File: config.mk
export PLATFORM = sky130hd
export DESIGN_NAME = rst_cause_ctrl
export DESIGN_NICKNAME = d
export VERILOG_FILES = /design/src/rtl/rcc_pkg.sv /design/src/rtl/rcc_unlock.sv /design/src/rtl/rcc_arbiter.sv /design/src/rtl/rcc_regs.sv /design/src/rtl/rst_cause_ctrl.sv
export SDC_FILE = /design/constraint.sdc
export NUM_CORES = 1
export LEC_CHECK = 0
export ABC_AREA = 0
export BUFFER_PORTS_ARGS = -buffer_cell sky130_fd_sc_hd__buf_2
export CAP_MARGIN = 25
export CORE_AREA = 2 2 48 50
export CTS_CLUSTER_SIZE = 16
export DETAILED_ROUTE_END_ITERATION = 12
export DIE_AREA = 0 0 50 52
export HOLD_SLACK_MARGIN = 0.06
export PLACE_DENSITY = 0.84
export REMOVE_ABC_BUFFERS = 1
export SLEW_MARGIN = 20
export SYNTH_ARGS = -nofsm -noshare
export SYNTH_HDL_FRONTEND = slang
export SYNTH_SLANG_ARGS = --single-unit
File: constraint.sdc
create_clock -name clk -period 1.25 [get_ports clk]
set_clock_uncertainty 0.05 [all_clocks]
set_input_delay 0.25 -clock clk [delete_from_list [all_inputs] [get_ports clk]]
set_output_delay 0.25 -clock clk [all_outputs]
set_load 0.01 [all_outputs]
File: src/rtl/rcc_pkg.sv
package rcc_pkg;

  localparam int BUS_W  = 8;
  localparam int ADDR_W = 2;

  typedef enum logic [1:0] {
    CAUSE_SW   = 2'b00,
    CAUSE_POR  = 2'b01,
    CAUSE_WDOG = 2'b10,
    CAUSE_PIN  = 2'b11
  } cause_e;

  localparam logic [ADDR_W-1:0] ADR_CFG  = 2'd0;
  localparam logic [ADDR_W-1:0] ADR_STAT = 2'd1;
  localparam logic [ADDR_W-1:0] ADR_PWR  = 2'd2;
  localparam logic [ADDR_W-1:0] ADR_KEY  = 2'd3;

endpackage

File: src/rtl/rcc_unlock.sv
module rcc_unlock
  import rcc_pkg::*;
#(
  parameter int              SAFE_CYC = 16,
  parameter logic [BUS_W-1:0] KEY_A   = 8'h5A,
  parameter logic [BUS_W-1:0] KEY_B   = 8'hA5
) (
  input  logic              clk,
  input  logic              rst_n,
  input  logic              wr_i,
  input  logic [ADDR_W-1:0] addr_i,
  input  logic [BUS_W-1:0]  wdata_i,
  input  logic              close_i,
  output logic              open_o
);

  localparam int CNT_W = $clog2(SAFE_CYC + 1);

  logic             armed_q, armed_d;
  logic [CNT_W-1:0] win_q, win_d;
  logic             key_wr;

  assign key_wr = wr_i && (addr_i == ADR_KEY);

  always_comb begin
    armed_d = armed_q;
    win_d   = win_q;
    if (win_q != '0) begin
      win_d = win_q - 1'b1;
    end
    if (wr_i) begin
      // any write breaks a pending sequence unless it completes or restarts it
      armed_d = 1'b0;
      if (key_wr && armed_q && (wdata_i == KEY_B)) begin
        win_d = CNT_W'(SAFE_CYC);
      end else if (key_wr && (wdata_i == KEY_A)) begin
        armed_d = 1'b1;
      end
    end
    if (close_i) begin
      armed_d = 1'b0;
      win_d   = '0;
    end
  end

  always_ff @(posedge clk or negedge rst_n) begin
    if (!rst_n) begin
      armed_q <= 1'b0;
      win_q   <= '0;
    end else begin
      armed_q <= armed_d;
      win_q   <= win_d;
    end
  end

  assign open_o = (win_q != '0);

endmodule

File: src/rtl/rcc_arbiter.sv
module rcc_arbiter
  import rcc_pkg::*;
#(
  parameter int RST_PULSE = 4
) (
  input  logic   clk,
  input  logic   rst_n,
  input  logic   pin_i,
  input  logic   wdt_ovf_i,
  input  logic   wdog_en_i,
  input  logic   sw_req_i,
  output cause_e cause_o,
  output logic   boot_o,
  output logic   evt_o,
  output logic   sys_rst_o
);

  localparam int PW = $clog2(RST_PULSE + 1);

  cause_e        cause_q, cause_d;
  logic          boot_q, boot_d;
  logic [PW-1:0] pulse_q, pulse_d;
  logic          wd_hit, sw_ok, evt;

  assign wd_hit = wdt_ovf_i && wdog_en_i;
  assign sw_ok  = sw_req_i && (!boot_q || wdog_en_i);
  assign evt    = pin_i || wd_hit || sw_ok;

  always_comb begin
    cause_d = cause_q;
    boot_d  = boot_q;
    if (pin_i) begin
      cause_d = CAUSE_PIN;
    end else if (wd_hit) begin
      cause_d = CAUSE_WDOG;
    end else if (sw_ok) begin
      cause_d = CAUSE_SW;
      boot_d  = 1'b0;
    end
  end

  always_comb begin
    pulse_d = pulse_q;
    if (evt) begin
      pulse_d = PW'(RST_PULSE);
    end else if (pulse_q != '0) begin
      pulse_d = pulse_q - 1'b1;
    end
  end

  always_ff @(posedge clk or negedge rst_n) begin
    if (!rst_n) begin
      cause_q <= CAUSE_POR;
      boot_q  <= 1'b1;
      pulse_q <= '0;
    end else begin
      cause_q <= cause_d;
      boot_q  <= boot_d;
      pulse_q <= pulse_d;
    end
  end

  assign cause_o   = cause_q;
  assign boot_o    = boot_q;
  assign evt_o     = evt;
  assign sys_rst_o = (pulse_q != '0);

endmodule

File: src/rtl/rcc_regs.sv
module rcc_regs
  import rcc_pkg::*;
(
  input  logic              clk,
  input  logic              rst_n,
  input  logic              wr_i,
  input  logic [ADDR_W-1:0] addr_i,
  input  logic [1:0]        wdata_i,
  input  logic              safe_open_i,
  input  logic              evt_i,
  input  logic              wdt_ovf_i,
  input  logic              wdt_reload_i,
  input  logic              irq_ack_i,
  input  logic              wake_i,
  output logic              wdog_en_o,
  output logic              sw_req_o,
  output logic              wdt_flag_o,
  output logic              pd_o
);

  logic wdog_en_q, wdog_en_d;
  logic sw_q, sw_d;
  logic flag_q, flag_d;
  logic pd_q, pd_d;
  logic cfg_en, pwr_en;

  assign cfg_en = wr_i && (addr_i == ADR_CFG) && safe_open_i;
  assign pwr_en = wr_i && (addr_i == ADR_PWR);

  always_comb begin
    wdog_en_d = cfg_en ? wdata_i[0] : wdog_en_q;
    sw_d      = cfg_en && wdata_i[1];

    flag_d = flag_q;
    if (wdt_reload_i || irq_ack_i) flag_d = 1'b0;
    if (wdt_ovf_i && !wdog_en_q)   flag_d = 1'b1;

    pd_d = pwr_en ? wdata_i[0] : pd_q;
    if (wake_i) pd_d = 1'b0;

    if (evt_i) begin
      wdog_en_d = 1'b0;
      sw_d      = 1'b0;
      flag_d    = 1'b0;
      pd_d      = 1'b0;
    end
  end

  always_ff @(posedge clk or negedge rst_n) begin
    if (!rst_n) begin
      wdog_en_q <= 1'b0;
      sw_q      <= 1'b0;
      flag_q    <= 1'b0;
      pd_q      <= 1'b0;
    end else begin
      wdog_en_q <= wdog_en_d;
      sw_q      <= sw_d;
      flag_q    <= flag_d;
      pd_q      <= pd_d;
    end
  end

  assign wdog_en_o  = wdog_en_q;
  assign sw_req_o   = sw_q;
  assign wdt_flag_o = flag_q;
  assign pd_o       = pd_q;

endmodule

File: src/rtl/rst_cause_ctrl.sv
module rst_cause_ctrl
  import rcc_pkg::*;
#(
  parameter int               SAFE_CYC  = 16,
  parameter int               RST_PULSE = 4,
  parameter logic [BUS_W-1:0] KEY_A     = 8'h5A,
  parameter logic [BUS_W-1:0] KEY_B     = 8'hA5
) (
  input  logic              clk,
  input  logic              por_n,
  input  logic              pin_rst_i,
  input  logic              wdt_ovf_i,
  input  logic              wdt_reload_i,
  input  logic              irq_ack_i,
  input  logic              wake_i,
  input  logic              bus_wr_i,
  input  logic [ADDR_W-1:0] bus_addr_i,
  input  logic [BUS_W-1:0]  bus_wdata_i,
  output logic [BUS_W-1:0]  bus_rdata_o,
  output logic              sys_rst_o,
  output logic              wdt_flag_o,
  output logic              pwr_down_o,
  output logic              safe_open_o
);

  logic [1:0] sync_q;
  logic       rst_n;
  logic       safe_open, rst_evt, wdog_en, sw_req, boot, wdt_flag, pd;
  cause_e     cause;

  // asynchronous assertion, release after two edges
  always_ff @(posedge clk or negedge por_n) begin
    if (!por_n) sync_q <= 2'b00;
    else        sync_q <= {sync_q[0], 1'b1};
  end
  assign rst_n = sync_q[1];

  rcc_unlock #(
    .SAFE_CYC (SAFE_CYC),
    .KEY_A    (KEY_A),
    .KEY_B    (KEY_B)
  ) u_unlock (
    .clk     (clk),
    .rst_n   (rst_n),
    .wr_i    (bus_wr_i),
    .addr_i  (bus_addr_i),
    .wdata_i (bus_wdata_i),
    .close_i (rst_evt),
    .open_o  (safe_open)
  );

  rcc_regs u_regs (
    .clk          (clk),
    .rst_n        (rst_n),
    .wr_i         (bus_wr_i),
    .addr_i       (bus_addr_i),
    .wdata_i      (bus_wdata_i[1:0]),
    .safe_open_i  (safe_open),
    .evt_i        (rst_evt),
    .wdt_ovf_i    (wdt_ovf_i),
    .wdt_reload_i (wdt_reload_i),
    .irq_ack_i    (irq_ack_i),
    .wake_i       (wake_i),
    .wdog_en_o    (wdog_en),
    .sw_req_o     (sw_req),
    .wdt_flag_o   (wdt_flag),
    .pd_o         (pd)
  );

  rcc_arbiter #(
    .RST_PULSE (RST_PULSE)
  ) u_arb (
    .clk       (clk),
    .rst_n     (rst_n),
    .pin_i     (pin_rst_i),
    .wdt_ovf_i (wdt_ovf_i),
    .wdog_en_i (wdog_en),
    .sw_req_i  (sw_req),
    .cause_o   (cause),
    .boot_o    (boot),
    .evt_o     (rst_evt),
    .sys_rst_o (sys_rst_o)
  );

  always_comb begin
    bus_rdata_o = '0;
    case (bus_addr_i)
      ADR_CFG:  bus_rdata_o[1:0] = {sw_req, wdog_en};
      ADR_STAT: bus_rdata_o[4:0] = {safe_open, wdt_flag, boot, cause};
      ADR_PWR:  bus_rdata_o[0]   = pd;
      default:  bus_rdata_o      = '0;
    endcase
  end

  assign wdt_flag_o  = wdt_flag;
  assign pwr_down_o  = pd;
  assign safe_open_o = safe_open;

endmodule

# Word-level counts from Yosys, hierarchy flattened
# Index checks and enable logic that the tools add are counted.
[op_classes]
bitwise_logic = 2
eq_ne = 5
n_reduce_logical = 27
mux = 25
n_addsub = 2
[ops]
columns = ["op", "count"]
rows = [
  ["$mux W5", 4],
  ["$mux W1", 13],
  ["$reduce_bool A3 Y1", 4],
  ["$logic_and A1 B1 Y1", 11],
  ["$mux W3", 3],
  ["$eq A8 B7 Y1 const B", 1],
  ["$eq A8 B8 Y1 const B", 1],
  ["$mux W2", 3],
  ["$reduce_bool A2 Y1", 3],
  ["$reduce_bool A5 Y1", 1],
  ["$sub A5 B1 Y5 const B", 1],
  ["$eq A2 B2 Y1 const B", 2],
  ["$logic_or A1 B1 Y1", 4],
  ["$pmux W1 S3", 1],
  ["$reduce_and A3 Y1", 1],
  ["$sub A3 B1 Y3 const B", 1],
  ["$eq A2 B1 Y1 const B", 1],
  ["$logic_not A1 Y1", 2],
  ["$logic_not A2 Y1", 1],
  ["$not A1 Y1", 2],
  ["$pmux W1 S2", 1],
]
[word_totals]
out_inout_bits = 12
register_bits = 18
in_bits = 18

# Longest topological paths before layout
[depth]
depth_word = 7
mapped_depth = 8
depth_no_buf = 8

# By module
# A second synthesis with hierarchy kept.
[hier_totals]
hier_cells = 97
area_unflattened_um2 = 1026.0
[by_module_without_submodules]
columns = ["mod", "n_inst", "area_per_inst_um2", "cells_each", "seq_area_each_um2"]
rows = [
  ["rcc_unlock", 1, 365.4, 35, 150.1],
  ["rcc_arbiter", 1, 317.8, 30, 152.6],
  ["rcc_regs", 1, 198.9, 16, 100.1],
  ["rst_cause_ctrl", 1, 143.9, 16, 50.0],
]

# Least setup slack after synthesis
# No wires, ideal clock.
[synth_path]
kind = "reg2out"
start = "reg u_unlock.win_q[0]"
end = "out bus_rdata_o[4]"
path_slack_ps = -141
path_stages_with_launch = 6
arrival_ps = 1091
path_cell_list = "dfrtp_1 -> inv_1 -> ha_1 -> nand2_1 -> nor2_4 -> nor3b_1"
[synth_via]
elab_chain_cells = 2
[synth_rtl]
columns = ["element", "line_no", "rtl"]
rows = [
  ["start, declared", "rcc_unlock.sv:20", "logic [CNT_W-1:0] win_q, win_d;"],
  ["start signal, assigned", "rcc_unlock.sv:52", "win_q <= win_d;"],
  ["$reduce_bool A5 Y1", "rcc_unlock.sv:56", "assign open_o = (win_q != '0);"],
  ["$mux W3", "rst_cause_ctrl.sv:87", "case (bus_addr_i)"],
  ["end, declared", "rst_cause_ctrl.sv:19", "output logic [BUS_W-1:0] bus_rdata_o,"],
]
# No other way between the ends.

# Worst setup path in the final report
[layout_path]
start = "reg u_unlock.win_q[1]"
end = "out safe_open_o"
[layout_via]
elab_chain_cells = 1
[layout_rtl]
columns = ["element", "line_no", "rtl"]
rows = [
  ["$reduce_bool A5 Y1", "rcc_unlock.sv:56", ""],
  ["end, declared", "rst_cause_ctrl.sv:23", "output logic safe_open_o"],
]
# No other way between the ends.

==> out/metrics.cfg <==
[worst_setup_path]
critPathRequiredTime_ns = 0.95
endpoint_kind = output port
cp_data_arrival_time_ns = 1.36
crit_fanout = 3
crit_type = register to output port
start_kind = register

[floorplanning]
start_util = 0.467
die_height_um = 52
fp.dieArea_mm2 = 0.00260
die_x_um = 50
rows = 17
coreArea_mm2 = 0.00211
ios = 30

[clock_tree]
numCtsBuffers = 3
cts.sinks = 18
clkLatencyLatePin_ns = 0.30
clockRootBuffer = clkbuf_4
clockBufferDepth = 2
ctsHtreeMaxLevel = 1
clkTransAtPathRegs_ns = 0.11
cts_tree = built

[detailed_routing]
met2_wirelength_um = 1730
wl_met3_um = 157
drt_iter0_drc = 10
routed_wl_um = 3240
vias = 955
post_drt_wl_per_cell_um = 17.6
drt.antenna.violating_nets = 0
viasPerCell = 5.19
drc = 0
drtPass1Iterations = 4
wl_met1_um = 1220
highest_layer = met4

[timing]
hold_viol = 0
fin_crit_sh = 1.33
worst_slack_ns = -0.408
finalSetupViolations = 20
min_period_ns = 1.66
fmax_mhz = 603
slew_violations = 0
rsz0062_at_grt = yes

[layout]
syn2layout_area_growth_pct = 64.0
antenna_cells = 0
final_nets = 178
drive_above_1_share = 0.590

[global_routing]
grt_max_degree = 11
grt_pass1_wl_um = 4280
grtUsageTotal = 0.224
grt_antenna_before_repair = 0
gr-total-overflow = 0
grt_pass1_vias = 991

[logic_synthesis]
ys_seq_elements = 18
async_flop_share = 1.00
yosys.area.top_type = dfrtp_1
synth_seq_area_share = 0.461
synth_area_per_cell_um2 = 10.0
synth_cells = 98
yosysTopAreaCellShare = 0.407
ys.flop_type = dfrtp_1
synth-edff-count = 0
yosysWarnings = 0
mappedNetlistArea_um2 = 983
ys_types = 35
ys_top_cells_by_area = dfrtp_1 41%, dfstp_2 5.3%, mux2i_1 5.1%

[status]
status = finished with violations
violations = setup timing

[flow_run]
drv_cap = 0

[placed_design]
port_buffers = 26
place_congestion = 0.801
dp_slack_ns = -0.151
dp_hpwl_um = 1630

[pwr]
peakVddDrop_v = 0.00119
power_density_mw_per_mm2 = 1840
finalPower_w = 0.00296
p_leak_nw = 0.790

[hold_path]
hold_class = register to asynchronous set/reset pin

## flip-flops by register name, summed over array words and instances, names as in the netlist
name / flops
u_regs.sw_req_o: 1
u_unlock.armed_q: 1
u_regs.pd_o: 1
u_arb.boot_o: 1
sync_q: 2
u_regs.wdt_flag_o: 1
u_arb.pulse_q: 3
u_arb.cause_o: 2
u_regs.wdog_en_o: 1
u_unlock.win_q: 5
## where the power goes
group | total [W] | switching (W) | internal (W)
clock network | 0.000369 | 0.000191 | 0.000178
logic | 0.00182 | 0.000826 | 0.000990
registers | 0.000776 | 0.0000822 | 0.000694
## cell usage in the layout, fill, tap and decap left out, drive strengths merged, types with 3 or more instances in the layout
cell,instances
a21oi,3
buf,55
clkbuf,4
conb,4
dfrtp,16
ha,3
inv,8
mux2i,5
nand2,5
nand3,4
nor2,14
nor3,5
nor3b,3
xnor2,4
## cells by family after synthesis
logic type      count (synthesis)  share of synthesized area
xor+xnor                        4                     0.0356
compound gates                 11                     0.0827
mux                             5                     0.0509
simple gates                   42                      0.254
other cells                     2                    0.00764
buf+inv                        13                     0.0700
flops                          18                      0.461
fa+ha+maj                       3                     0.0382
## through the flow
step | util | std cells | TNS [ns] | hold slack (ns) | instance area, um^2
3_3_place_gp | 0.573 | 161 | -0.341 | -0.0154 | 1210
3_5_place_dp | 0.573 | 161 | -0.912 | -0.0140 | 1210
6_report | 0.766 | 184 | -4.03 | 0.110 | 1610
5_1_grt | 0.766 | 184 | -4.75 | 0.141 | 1610
4_1_cts | 0.675 | 176 | -2.49 | 0.0935 | 1420
2_1_floorplan | - | 95 | -0.260 | -0.0956 | 952
## area by class of cell
class | count | area (um^2)
inverters | 8 | 30.0
flip-flops and latches | 18 | 453
clock buffers | 4 | 36.3
repair buffers | 57 | 432
fillers | 115 | 493
well taps | 28 | 35.0
multi-input cells | 69 | 627
## path summary, 6_finish.rpt
kind,startpoint,endpoint,slack (ns),depth (start not counted)
max,u_unlock.win_q[1],safe_open_o,-0.41,6
min,sync_q[1],u_arb.cause_o[1],0.11,0
max reg2reg,u_unlock.win_q[1],u_regs.wdog_en_o,-0.27,9
min reg2reg,sync_q[1],u_arb.cause_o[1],0.11,0
max in group asynchronous,sync_q[1],u_unlock.armed_q,0.58,1
min in group clk,pin_rst_i,u_arb.cause_o[0],0.13,2
## metal layers
layer	track usage	vias up
met5	0	-
met4	0.116	0
met3	0.0201	13
met2	0.443	39
met1	0.231	459
li1	-	444
## worst max-delay path, cell delays in order, from the launching register on
cell,delay (ns)
dfrtp_1,0.40
inv_1,0.07
ha_2,0.19
nand2_2,0.07
nor2_4,0.13
inv_2,0.08
buf_6,0.12
## Yosys cell counts (all sizes together) (3+ instances only)
library cell	number
ha	3
mux2i	5
a21oi	3
inv	8
nor3b	3
nor2	14
buf	5
dfrtp	16
nand3	4
nor3	5
xnor2	4
nand2	5
## timing repair
item	CTS	global route
hold buffers	2	0
resized for setup	21	29
gates cloned	0	0
buffers inserted	9	9
setup endpoints to repair	18	21
endpoints found under the hold margin	3	0
pin swaps	8	11
(Power assumes the default switching activity.)
